### src/rtl/qsi_pkg.sv
package qsi_pkg;
    localparam int FLAG_W   = 4;   // flags per queue
    localparam int CODE_W   = 3;   // source code width
    localparam int SLOT_W   = 4;   // field pitch inside a select word
    localparam int MODE_BIT = 3;   // clear-mode bit in select word 0

    typedef enum logic {
        MODE_ANY_CLEAR  = 1'b0,
        MODE_COND_CLEAR = 1'b1
    } clr_mode_e;
endpackage

### src/rtl/qsi_cfg_regs.sv
module qsi_cfg_regs
    import qsi_pkg::*;
#(
    parameter int NUM_Q     = 32,
    parameter int Q_PER_REG = 8,
    parameter int DATA_W    = 32,
    parameter int ADDR_W    = 3
) (
    input  logic                    clk,
    input  logic                    rst_n,
    input  logic                    wr_en,
    input  logic [ADDR_W-1:0]       wr_addr,
    input  logic [DATA_W-1:0]       wr_data,
    output logic [NUM_Q*CODE_W-1:0] codes_o,
    output logic [NUM_Q-1:0]        en_o,
    output clr_mode_e               mode_o,
    output logic                    clr_req_o,
    output logic [NUM_Q-1:0]        clr_mask_o
);
    localparam int NUM_SEL = NUM_Q / Q_PER_REG;
    localparam int ADDR_EN = NUM_SEL;
    localparam int ADDR_ST = NUM_SEL + 1;

    clr_mode_e          mode_q, mode_d;
    logic [NUM_Q-1:0]   en_q;
    logic               wr_sel0;

    assign wr_sel0 = wr_en && (wr_addr == '0);

    // clear-policy state register
    always_ff @(posedge clk or negedge rst_n) begin
        if (!rst_n) mode_q <= MODE_ANY_CLEAR;
        else        mode_q <= mode_d;
    end

    // clear-policy transitions
    always_comb begin
        mode_d = mode_q;
        if (wr_sel0) begin
            unique case (wr_data[MODE_BIT])
                1'b0:    mode_d = MODE_ANY_CLEAR;
                1'b1:    mode_d = MODE_COND_CLEAR;
                default: mode_d = mode_q;
            endcase
        end
    end

    // per-queue source codes
    for (genvar q = 0; q < NUM_Q; q++) begin : g_code
        localparam int REG  = q / Q_PER_REG;
        localparam int SLOT = q % Q_PER_REG;
        logic [CODE_W-1:0] code_q;
        always_ff @(posedge clk or negedge rst_n) begin
            if (!rst_n)
                code_q <= '0;
            else if (wr_en && wr_addr == ADDR_W'(REG))
                code_q <= wr_data[SLOT*SLOT_W +: CODE_W];
        end
        assign codes_o[q*CODE_W +: CODE_W] = code_q;
    end

    always_ff @(posedge clk or negedge rst_n) begin
        if (!rst_n)
            en_q <= '0;
        else if (wr_en && wr_addr == ADDR_W'(ADDR_EN))
            en_q <= wr_data[NUM_Q-1:0];
    end

    assign en_o       = en_q;
    assign mode_o     = mode_q;
    assign clr_req_o  = wr_en && (wr_addr == ADDR_W'(ADDR_ST));
    assign clr_mask_o = wr_data[NUM_Q-1:0];
endmodule

### src/rtl/qsi_edge_detect.sv
module qsi_edge_detect
    import qsi_pkg::*;
#(
    parameter int NUM_Q = 32
) (
    input  logic                    clk,
    input  logic                    rst_n,
    input  logic [NUM_Q*FLAG_W-1:0] flags_i,
    input  logic [NUM_Q*CODE_W-1:0] codes_i,
    output logic [NUM_Q-1:0]        ev_o,
    output logic [NUM_Q-1:0]        level_o
);
    logic [NUM_Q*FLAG_W-1:0] prev_q;

    always_ff @(posedge clk or negedge rst_n) begin
        if (!rst_n) prev_q <= '0;
        else        prev_q <= flags_i;
    end

    for (genvar q = 0; q < NUM_Q; q++) begin : g_q
        logic [CODE_W-1:0] code;
        logic [FLAG_W-1:0] now_n, old_n;
        logic              now_b, old_b;
        assign code  = codes_i[q*CODE_W +: CODE_W];
        assign now_n = flags_i[q*FLAG_W +: FLAG_W];
        assign old_n = prev_q[q*FLAG_W +: FLAG_W];
        assign now_b = now_n[code[1:0]];
        assign old_b = old_n[code[1:0]];
        // code[2]: 0 = going true, 1 = going false
        assign ev_o[q]    = code[2] ? (old_b & ~now_b) : (now_b & ~old_b);
        assign level_o[q] = code[2] ? ~now_b : now_b;
    end
endmodule

### src/rtl/qsi_status_bank.sv
module qsi_status_bank
    import qsi_pkg::*;
#(
    parameter int NUM_Q = 32
) (
    input  logic             clk,
    input  logic             rst_n,
    input  logic [NUM_Q-1:0] ev_i,
    input  logic [NUM_Q-1:0] level_i,
    input  logic [NUM_Q-1:0] en_i,
    input  clr_mode_e        mode_i,
    input  logic             clr_req_i,
    input  logic [NUM_Q-1:0] clr_mask_i,
    output logic [NUM_Q-1:0] status_o,
    output logic             irq_o
);
    logic [NUM_Q-1:0] status_q, status_d, set_v, clr_v;

    always_ff @(posedge clk or negedge rst_n) begin
        if (!rst_n) status_q <= '0;
        else        status_q <= status_d;
    end

    always_comb begin
        unique case (mode_i)
            MODE_ANY_CLEAR: begin
                set_v = ev_i & en_i;
                clr_v = clr_req_i ? clr_mask_i : '0;
            end
            MODE_COND_CLEAR: begin
                set_v = ev_i;
                clr_v = clr_req_i ? (clr_mask_i & ~level_i) : '0;
            end
            default: begin
                set_v = '0;
                clr_v = '0;
            end
        endcase
        // set has priority over clear
        status_d = set_v | (status_q & ~clr_v);
    end

    always_comb begin
        unique case (mode_i)
            MODE_ANY_CLEAR:  irq_o = |status_q;
            MODE_COND_CLEAR: irq_o = |(status_q & en_i);
            default:         irq_o = 1'b0;
        endcase
    end

    assign status_o = status_q;

    // a bit only becomes pending after an edge on its source
    assert_set_needs_edge_R3: assert property (@(posedge clk) disable iff (!rst_n)
        1'b1 |=> ((status_q & ~$past(status_q) & ~$past(ev_i)) == '0));

    // gated setting in ANY mode
    assert_gate_any_R4: assert property (@(posedge clk) disable iff (!rst_n)
        (mode_i == MODE_ANY_CLEAR) |=>
            ((status_q & ~$past(en_i) & ~$past(status_q)) == '0));

    // unconditional clear in ANY mode when no edge competes
    assert_w1c_any_R5: assert property (@(posedge clk) disable iff (!rst_n)
        (mode_i == MODE_ANY_CLEAR && clr_req_i) |=>
            ((status_q & $past(clr_mask_i & ~(ev_i & en_i))) == '0));

    // held condition blocks the clear in COND mode
    assert_cond_hold_R7: assert property (@(posedge clk) disable iff (!rst_n)
        (mode_i == MODE_COND_CLEAR && clr_req_i) |=>
            ((status_q & $past(clr_mask_i & status_q & level_i))
                == $past(clr_mask_i & status_q & level_i)));

    // set beats clear
    assert_set_wins_R9: assert property (@(posedge clk) disable iff (!rst_n)
        clr_req_i |=> ((status_q & $past(ev_i & en_i)) == $past(ev_i & en_i)));
endmodule

### src/rtl/qsi_irq_ctrl.sv
module qsi_irq_ctrl
    import qsi_pkg::*;
#(
    parameter int NUM_Q     = 32,
    parameter int Q_PER_REG = 8,
    parameter int DATA_W    = 32,
    parameter int ADDR_W    = 3
) (
    input  logic                    clk,
    input  logic                    rst_n,
    input  logic                    wr_en,
    input  logic [ADDR_W-1:0]       wr_addr,
    input  logic [DATA_W-1:0]       wr_data,
    input  logic [ADDR_W-1:0]       rd_addr,
    output logic [DATA_W-1:0]       rd_data,
    input  logic [NUM_Q*FLAG_W-1:0] q_flags,
    output logic                    irq
);
    localparam int NUM_SEL = NUM_Q / Q_PER_REG;
    localparam int SEL_AW  = $clog2(NUM_SEL);
    localparam int ADDR_EN = NUM_SEL;
    localparam int ADDR_ST = NUM_SEL + 1;

    logic [NUM_Q*CODE_W-1:0] codes;
    logic [NUM_Q-1:0]        en, ev, level, clr_mask, status;
    logic                    clr_req;
    clr_mode_e               mode;
    logic [DATA_W-1:0]       sel_word [NUM_SEL];

    qsi_cfg_regs #(
        .NUM_Q(NUM_Q), .Q_PER_REG(Q_PER_REG), .DATA_W(DATA_W), .ADDR_W(ADDR_W)
    ) i_cfg (
        .clk(clk), .rst_n(rst_n), .wr_en(wr_en), .wr_addr(wr_addr),
        .wr_data(wr_data), .codes_o(codes), .en_o(en), .mode_o(mode),
        .clr_req_o(clr_req), .clr_mask_o(clr_mask)
    );

    qsi_edge_detect #(.NUM_Q(NUM_Q)) i_edge (
        .clk(clk), .rst_n(rst_n), .flags_i(q_flags), .codes_i(codes),
        .ev_o(ev), .level_o(level)
    );

    qsi_status_bank #(.NUM_Q(NUM_Q)) i_status (
        .clk(clk), .rst_n(rst_n), .ev_i(ev), .level_i(level), .en_i(en),
        .mode_i(mode), .clr_req_i(clr_req), .clr_mask_i(clr_mask),
        .status_o(status), .irq_o(irq)
    );

    // read-back words for the select registers
    for (genvar r = 0; r < NUM_SEL; r++) begin : g_word
        for (genvar k = 0; k < Q_PER_REG; k++) begin : g_slot
            assign sel_word[r][k*SLOT_W +: CODE_W] =
                codes[(r*Q_PER_REG + k)*CODE_W +: CODE_W];
            if (r == 0 && k == 0) begin : g_mode
                assign sel_word[r][MODE_BIT] = (mode == MODE_COND_CLEAR);
            end else begin : g_rsvd
                assign sel_word[r][k*SLOT_W + CODE_W] = 1'b0;
            end
        end
    end

    always_comb begin
        rd_data = '0;
        if (rd_addr < ADDR_W'(NUM_SEL))
            rd_data = sel_word[rd_addr[SEL_AW-1:0]];
        else if (rd_addr == ADDR_W'(ADDR_EN))
            rd_data = DATA_W'(en);
        else if (rd_addr == ADDR_W'(ADDR_ST))
            rd_data = DATA_W'(status);
    end

    // ANY mode: any pending bit drives the line
    assert_any_irq_R5: assert property (@(posedge clk) disable iff (!rst_n)
        (mode == MODE_ANY_CLEAR && status != '0) |-> irq);

    // COND mode: disabled pending bits stay silent
    assert_cond_mask_R6: assert property (@(posedge clk) disable iff (!rst_n)
        (mode == MODE_COND_CLEAR && (status & en) == '0) |-> !irq);
endmodule

### config.mk
export PLATFORM = sky130hd
export DESIGN_NAME = qsi_irq_ctrl
export DESIGN_NICKNAME = d
export VERILOG_FILES = /design/src/rtl/qsi_pkg.sv /design/src/rtl/qsi_cfg_regs.sv /design/src/rtl/qsi_edge_detect.sv /design/src/rtl/qsi_status_bank.sv /design/src/rtl/qsi_irq_ctrl.sv
export SDC_FILE = /design/constraint.sdc
export NUM_CORES = 1
export LEC_CHECK = 0
export BUFFER_PORTS_ARGS = -buffer_cell sky130_fd_sc_hd__buf_2
export CAP_MARGIN = 20
export CORE_MARGIN = 3
export CORE_UTILIZATION = 59
export DETAILED_ROUTE_END_ITERATION = 7
export GPL_TIMING_DRIVEN = 0
export MAX_ROUTING_LAYER = met4
export PLACE_DENSITY = 0.83
export SYNTH_ARGS = -nofsm -noshare
export SYNTH_HDL_FRONTEND = slang
export SYNTH_SLANG_ARGS = --single-unit
### constraint.sdc
create_clock -name clk -period 1.8 [get_ports clk]
set_input_delay 0.36 -clock clk [delete_from_list [all_inputs] [get_ports clk]]
set_output_delay 0.36 -clock clk [all_outputs]
set_load 0.02 [all_outputs]
# Word-level counts from Yosys, hierarchy flattened
# Cells that the tools add are included.
word_totals:
  ff_bits: 289
  in_bits: 169
  out_inout_bits: 33
  elab_cells: 428
classes:
  n_lt_le_gt_ge: 34
  eq_ne: 7
  n_mux: 204
  n_bitwise: 138
  n_reduce_logical: 9
op_table:
  columns: ["operator", "count"]
  rows:
  - ["$mux 32", 7]
  - ["$and 32x32->32", 4]
  - ["$bmux 1 s2", 64]
  - ["$mux 1", 128]
  - ["$pmux 32 s2", 2]
  - ["$lt 2x3->1 const B", 32]
  - ["$not 1->1", 66]
  - ["$and 1x1->1", 64]
  - ["$bmux 32 s2", 1]
  - ["$not 32->32", 2]
  - ["$reduce_or 32->1", 2]
  - ["$or 32x32->32", 1]
  - ["$eq 3x3->1 const B", 4]
  - ["$eq 3x2->1 const B", 2]
  - ["$logic_and 1x1->1", 6]
  - ["$pmux 1 s2", 2]
  - ["$eq 3x1->1 const B", 1]
  - ["$ge 3x3->1 const B", 1]
  - ["$logic_not 3->1", 1]
  - ["$lt 3x3->1 const B", 1]
  - ["$not 2->3", 1]

# Depth between registers and ports, before layout
# Gate-level depths: netlist (run 1).
depth:
  depth_word: 11
  mapped_depth: 6
  mapped_depth_nobuf: 4

# Modules after synthesis
# From an unflattened synthesis (run 1), not the netlist that was laid out.
hier_totals:
  cells_unflattened: 1149
  area_unflattened_um2: 14980.6
modules_own_cells:
  columns: ["module", "n_inst", "cells_per_inst", "area_per_inst_um2", "seq_area_each_um2"]
  rows:
  - ["qsi_edge_detect", 1, 480, 6526.3, 3203.1]
  - ["qsi_cfg_regs", 1, 310, 5151.2, 3228.1]
  - ["qsi_status_bank", 1, 201, 1737.9, 800.8]
  - ["qsi_irq_ctrl", 1, 158, 1565.3, 0.0]

# Least setup slack after synthesis (run 1)
# No wires, ideal clock.
synth_path:
  path_kind: "input to output"
  start: "input rd_addr[1]"
  end: "output rd_data[10]"
  t_arrival_ns: 1.496
  t_required_ns: 1.440
  setup_slack_ns: -0.056
  path_stages: 5
  n_path_buf: 2
  cell_sequence: "buf_2 -> clkbuf_1 -> mux4_2 -> inv_1 -> o22ai_1"
synth_between:
  elab_chain_len: 5
  word_cells_on_any_way: 10
  classes_between: "order compare: 1; eq/ne: 2; mux: 6; bitwise: 1"
synth_lines:
  columns: ["item", "line_no", "text"]
  rows:
  - ["start: declaration", "qsi_irq_ctrl.sv:14", "input logic [ADDR_W-1:0] rd_addr,"]
  - ["$not 2->3 (not written as such)", "qsi_irq_ctrl.sv:65", "rd_data = sel_word[rd_addr[SEL_AW-1:0]];"]
  - ["$bmux 32 s2", "qsi_irq_ctrl.sv:65", null]
  - ["$mux 32 (not written as such) (2 in series)", "qsi_irq_ctrl.sv:65", null]
  - ["$mux 32 *", "qsi_irq_ctrl.sv:64", "if (rd_addr < ADDR_W'(NUM_SEL))"]
  - ["end: declaration", "qsi_irq_ctrl.sv:15", "output logic [DATA_W-1:0] rd_data,"]
# Every way passes the cells marked *; elsewhere a longest branch is shown, timed or not. The select of a mux whose other input is x is not followed.

# Worst setup path after layout (run 1)
layout_path:
  start: "register i_status.status_q[21], in the netlist i_status.status_o[21]"
  end: "output irq"
layout_between:
  elab_chain_len: 3
  word_cells_on_any_way: 4
  classes_between: "mux: 1; bitwise: 1; reduce/logical: 2"
layout_lines:
  columns: ["item", "line_no", "text"]
  rows:
  - ["start: declaration", "qsi_status_bank.sv:17", "logic [NUM_Q-1:0] status_q, status_d, set_v, clr_v;"]
  - ["start signal: assignment", "qsi_status_bank.sv:21", "else status_q <= status_d;"]
  - ["$and 32x32->32", "qsi_status_bank.sv:46", "MODE_COND_CLEAR: irq_o = |(status_q & en_i);"]
  - ["$reduce_or 32->1", "qsi_status_bank.sv:46", null]
  - ["$pmux 1 s2 *", "qsi_status_bank.sv:44", "unique case (mode_i)"]
  - ["end: declaration", "qsi_irq_ctrl.sv:17", "output logic irq"]
# Every way passes the cells marked *; elsewhere a longest branch is shown, timed or not.

==> run summary, run 1 <==
Cells after DPL -> 1934
Outcome -> finished, violations left
Setup Viol. Count Final -> 33
Sum of buffers and inverters on the critical path -> 1
Share of cells above drive strength 1 -> 45.77%
Largest cells by area after synthesis -> dfrtp_1, mux2_2, mux2i_1
Worst reg-to-reg setup slack -> 40 ps
Initial antenna violation count -> 0
Grt met3 use -> 9.697%
Sw Share -> 34.66%
Fin Clk Skew -> 29.05 ps
Overflow after GRT -> 0
Hold_ws -> -199.6 ps
Max cap viols -> 0
Die area -> 28340 µm²
Main synth FF type -> dfrtp_1
Std-Cell Rows -> 58
Final period utilization -> 136.4%
Yosys warnings -> 0
Max-slew violations -> 0
Average size of a mapped cell -> 11.07 µm²
Clock sinks -> 289
RSZ-0062 raised after global routing -> true
Largest fanout on the critical path -> 2
Combinational share of power -> 36.1%
First-pass GRT wire length -> 85480 µm
Clk network pwr share -> 27.1%
Synth Instances -> 1405
# H-tree levels -> 1
Largest net degree at the start of global routing -> 117
Final hold viol count -> 82
GP Congestion -> 0.9700
Post-synthesis sequential area ratio -> 46.52%
Residual DRC -> 0
Design area -> 20990 µm²
Slowest CP cell -> dfrtp_2
Slew HR -> 38.33%
Io pins -> 202
Arrival @ worst endpoint -> 2090 ps
CP Capture Type -> output port
Avg WL per Cell -> 26.47 µm
Top cell family by delay on the critical path -> simple AND/OR/NAND/NOR gates
Fmax -> 407.4 MHz
Vias in the first global route -> 15048
# hold bufs at CTS -> 128
Yosys top cell by area -> dfrtp_1
Top Usage Layer GRT -> met2
Met1 usage -> 47.67%
Tot GR Track Use -> 40.15%
Pint -> 15540 µW
Crit-path cells -> a22oi_2, nand4_1, nor4_2, a21oi_2, buf_4
Setup crit start kind -> flip-flop
Fin crit period -> 2455 ps
# diodes -> 0
Req. time, crit path -> 1440 ps
Setup Crit Path Kind -> reg2out
Detailed Routing Iterations Pass 1 -> 6
Grt met2 use -> 63.69%
Die X -> 168.3 µm
Vias -> 14803
CTS tree -> built
Via density -> 6.735
P per Cell Area -> 1133 nW/µm²
Number of distinct library cells after synthesis -> 46
Net load switching power -> 8241 µW
Post-synthesis register bit count -> 289
Pleak -> 0.008918 µW
Number of synthesized flops with an enable pin -> 0
Detailed Route Iter0 Violations -> 2325
Initial Utilization -> 60.86%
Final worst slack -> -654.6 ps
CTS Buffer Depth -> 3
Sequential Power Share -> 36.8%
Synthesized Nets -> 1574
RR Startpoint -> i_cfg.g_code[14].code_q[1]
DPL Wire Length -> 34340 µm
Worst slew pin tran -> 925.1 ps
I/O Buffers -> 197
Synth top cells by count -> dfrtp_1, mux2_2, mux2i_1
Cell count of the worst reg-to-reg path -> 5
CP max stage delay -> 440 ps
Die H -> 168.3 µm
Hold WC Path Type -> in2async
Fin cells -> 2198
Core area -> 25540 µm²
Final wirelength -> 58190 µm
Fraction of registers with async set/reset -> 100.0%
Clock Latency Late Sink -> 580 ps
Most numerous cell in the Yosys netlist -> dfrtp_1
Post-Syn Area -> 15550 µm²
CTS clk-pin slew, worst paths -> 60 ps
RR Endpoint -> i_status.status_o[14]
Root buffer cell -> clkbuf_16
Dpl cell area -> 17010 µm²
Area delta synth->final -> 35.00%
Failing checks -> negative hold slack, negative setup slack
Num CTS Buffers -> 30
Yosys top cell area share -> 46.52%
Fin nets -> 2016
Post-detailed-route count of antenna-violating nets -> 0
VDD IR-drop max -> 1.103 mV
[power by group through the flow]
| stage | Sequential [µW] | Clock (µW) | Combinational [µW] |
|---|---|---|---|
| 6_report | 8740 | 6440 | 8600 |
| 3_3_place_gp | 8640 | 0 | 5810 |
| 3_5_place_dp | 8690 | 0 | 6060 |
| 5_1_grt | 8760 | 6650 | 9000 |
| 2_1_floorplan | 8190 | 0 | 4430 |
| 4_1_cts | 8620 | 6350 | 7710 |
[per-stage QoR]
step	TNS (ps)	util (%)	power [µW]	setup WS, ps	hold WS, ps
after floorplan	0	-	12620	30.67	64.41
after global placement	-1433580	66.35	14440	-4851	480.2
after detailed placement	-50270	66.60	14750	-844.0	397.8
after CTS	-9762	80.97	22680	-540.6	-174.9
after global routing	-10950	82.17	24410	-684.8	-149.5
final	-10570	82.17	23780	-654.6	-199.6
[per-layer routing]
| metal | part of all wire (%) | up-vias |
|---|---|---|
| met5 | 0 | - |
| met4 | 7.7 | 0 |
| met3 | 12 | 383 |
| met2 | 46 | 1263 |
| met1 | 34 | 7135 |
| li1 | - | 6022 |
[flip-flops by register name, indices dropped and copies added, names as in the netlist]
register             flops
i_status.status_o       32
i_cfg.g_code.code_q     96
i_edge.prev_q          128
i_cfg.mode_o             1
i_cfg.en_o              32
[cells by family (layout without fill, tap and decap cells)]
group,Yosys count,count (layout),share of synthesized area [%]
AND/OR/NAND/NOR,345,345,11.36
buffers and inverters,160,623,4.474
multiplexers,324,324,24.63
AO/OA/AOI/OAI,287,287,13.01
flip-flops,289,289,46.52
[worst max path at each step]
stage / startpoint / cells after the start / to
after detailed placement: i_cfg.mode_o / 6 / rd_data[3]
after global placement: rst_n / 1 / i_edge.prev_q[53]
after global routing: i_status.status_o[20] / 5 / irq
after floorplan: rd_addr[0] / 4 / rd_data[0]
after CTS: i_cfg.en_o[20] / 5 / irq
final: i_status.status_o[21] / 5 / irq
[layout make-up]
cell class,instances,area [µm²]
repair buffers,475,3672
multi-input cells,956,8075
plain buffers,39,249.0
clock buffers,48,959.7
clock inverters,5,55.05
flip-flops and latches,289,7355
fillers,1245,4556
inverters,56,210.2
well taps,330,412.9
[cell usage in the layout, fill, tap and decap left out, types with 4 or more instances in the layout]
cell type      netlist  layout
mux2_2             196     195
dfrtp_1            289     191
buf_2               46     177
buf_4                5     152
dlygate4sd3_1        0     128
dfrtp_2              0      98
mux2i_1            101      95
nand2_1             90      90
nor2_1              75      71
nand2b_1            61      60
o21ai_0             56      55
a22oi_1             44      37
buf_6                1      37
a21oi_1             33      32
inv_1               56      32
nor3b_1             32      32
clkbuf_16            0      32
o22ai_1             55      31
nor3_1              31      30
o221ai_1            30      30
a21bo_2             29      29
nor2b_1             29      29
o311ai_0            29      29
mux4_2              26      27
inv_2                0      24
o22ai_4              0      21
clkbuf_8             1      13
clkbuf_1            47      13
a22oi_2              0       7
nand4_1              6       6
mux2i_2              0       5
clkbuf_2             1       4
nor4_2               0       4
[timing repair]
| item | 4_1_cts | 5_1_grt |
|---|---|---|
| setup buffers | 121 | 30 |
| gates cloned | 0 | 0 |
| endpoints found under the hold margin | 210 | 82 |
| gates resized for setup | 260 | 47 |
| pin swaps | 12 | 7 |
| setup endpoints to repair | 62 | 42 |
Power figures use the tool's default switching activity.
==> run 2: changes to the inputs <==
==> constraint.sdc (replaced) <==
create_clock -name clk -period 1.8 [get_ports clk]
set_input_delay 0.36 -clock clk [delete_from_list [all_inputs] [get_ports clk]]
set_output_delay 0.36 -clock clk [all_outputs]
set_load 0.01 [all_outputs]
==> run 2 against run 1 <==
The flow still finishes with violations (negative hold slack, negative setup slack). Combinational power decreased by 11%. Critical path depth unchanged. Cell area decreased by 2.4%. Sequential share of layout area increased by 0.84 points. Register-to-register slack got worse by 20 ps. Setup slack improved by 49 ps. Maximum frequency increased by 2.0%. Critical endpoint unchanged. Largest cell class unchanged. Total power decreased by 4.7%.
==> run summary, run 2 (synthesized netlist as in run 1, its figures left out) <==
Fin Clk Skew -> 10.81 ps
Initial Utilization -> 60.86%
Final wirelength -> 54640 µm
Core area -> 25540 µm²
Storage element area -> 7348 µm²
Initial antenna violation count -> 1
Highest-count cells in the layout ignoring fill and taps -> buf_2, dfrtp_1, mux2_2
I/O Buffers -> 197
Met2 wire len -> 25760 µm
Fin nets -> 1999
Largest net degree at the start of global routing -> 115
Detailed Route Iter0 Violations -> 1966
Pleak -> 0.008792 µW
Most common cell after layout, fill and taps aside -> buf_2
Req. time, crit path -> 1440 ps
Die X -> 168.3 µm
DPL Wire Length -> 34040 µm
Clock Latency Late Sink -> 580 ps
Fillcell total -> 1419
Final hold viol count -> 84
Arrival @ worst endpoint -> 2050 ps
Avg WL per Cell -> 25.01 µm
Detailed Routing Iterations Pass 1 -> 8
Area of the multi-input gates -> 7929 µm²
P per Cell Area -> 1106 nW/µm²
Fin crit period -> 2406 ps
Slew HR -> 42.42%
Max-slew violations -> 0
Setup Viol. Count Final -> 32
Share of cells above drive strength 1 -> 44.63%
CP Capture Type -> output port
Worst slew pin tran -> 863.8 ps
Most flop-heavy register -> i_edge.prev_q
Setup Crit Path Kind -> reg2out
Max FFs per register -> 128
Num CTS Buffers -> 31
Tot GR Track Use -> 38.29%
# H-tree levels -> 1
Fmax -> 415.7 MHz
First-pass GRT wire length -> 82170 µm
Die H -> 168.3 µm
Overflow after GRT -> 0
Max cap viols -> 0
VDD IR-drop max -> 0.8714 mV
CTS tree -> built
Total power -> 22660 µW
Setup crit start kind -> flip-flop
GP Congestion -> 1.002
Clock sinks -> 289
Final period utilization -> 133.7%
Final worst slack -> -605.8 ps
Vias in the first global route -> 14579
Io pins -> 202
Hold WC Path Type -> in2async
Root buffer cell -> clkbuf_16
CTS Buffer Depth -> 3
Outcome -> finished, violations left
CTS clk-pin slew, worst paths -> 70 ps
Met3 wire length -> 6463 µm
Hold_ws -> -229.1 ps
# hold bufs at CTS -> 128
Wl on met1 -> 19180 µm
Largest fanout on the critical path -> 7
Std-Cell Rows -> 58
RSZ-0062 raised after global routing -> true
Via density -> 6.549
Vias -> 14309
Die area -> 28340 µm²
Area delta synth->final -> 31.73%
Post-detailed-route count of antenna-violating nets -> 0
Biggest regs -> i_edge.prev_q x128, i_cfg.g_code.code_q x96
Residual DRC -> 0
Top layer in use -> met4
Failing checks -> negative hold slack, negative setup slack
-- run 2: power by group --
group / internal [µW] / leakage, µW / switching, µW
combinational: 3920 / 0.00506 / 3760
clock: 3450 / 0.000472 / 2700
sequential: 7530 / 0.00326 / 1300
-- run 2: timing repair --
item | CTS | global route
buffers inserted | 98 | 26
hold endpoints to repair | 212 | 84
endpoints found under the setup margin | 62 | 55
resized for setup | 191 | 45
gates cloned | 0 | 0
pin swaps | 9 | 5
-- run 2: routing by layer --
| layer | up-vias | GRT usage (%) |
|---|---|---|
| met5 | - | - |
| met1 | 6975 | 47.27 |
| li1 | 6006 | - |
| met3 | 259 | 8.335 |
| met4 | 0 | 18.78 |
| met2 | 1069 | 60.27 |
-- run 2: cell type report --
class	count	share of cell area (%)
Multi-Input combinational cell	956	38.71
Sequential cell	289	35.88
Timing Repair Buffer	451	16.16
Clock buffer	48	4.441
Tap cell	330	2.016
Buffer	45	1.515
Inverter	56	1.026
Clock inverter	8	0.2260
Antenna cell	2	0.02444
-- run 2: per-stage QoR --
step                      util, %  setup TNS [ps]  std cells  cell area [µm²]  worst slack (ps)
after floorplan                 -               0       1405            15550             79.10
after global placement      66.34        -1415970       1932            16950             -4807
after detailed placement    66.59          -48290       1934            17010            -757.8
after CTS                   79.07           -9706       2160            20200            -560.0
after global routing        80.17          -10910       2184            20480            -656.1
final                       80.18          -10300       2185            20480            -605.8
-- run 2: worst paths after layout --
| kind | start | end | cells after the start | slack [ps] |
|---|---|---|---|---|
| setup reg to reg | i_cfg.mode_o | i_status.status_o[4] | 5 | 20 |
| setup / recovery | i_status.status_o[26] | irq | 5 | -610 |
| hold / removal | rst_n | i_cfg.g_code[0].code_q[2] | 1 | -230 |
| max in group asynchronous | rst_n | i_cfg.en_o[20] | 3 | 490 |
| min in group clk | wr_data[19] | i_cfg.en_o[19] | 2 | 50 |
| hold reg to reg | i_cfg.g_code[11].code_q[2] | i_cfg.g_code[11].code_q[2] | 1 | 550 |
-- run 2: worst max-delay path, cell delays in order, from the launching register on --
cell     delay (ps)
dfrtp_2         470
a22oi_1         250
nand4_1         140
nor4_2          310
a21oi_2         130
buf_2           160
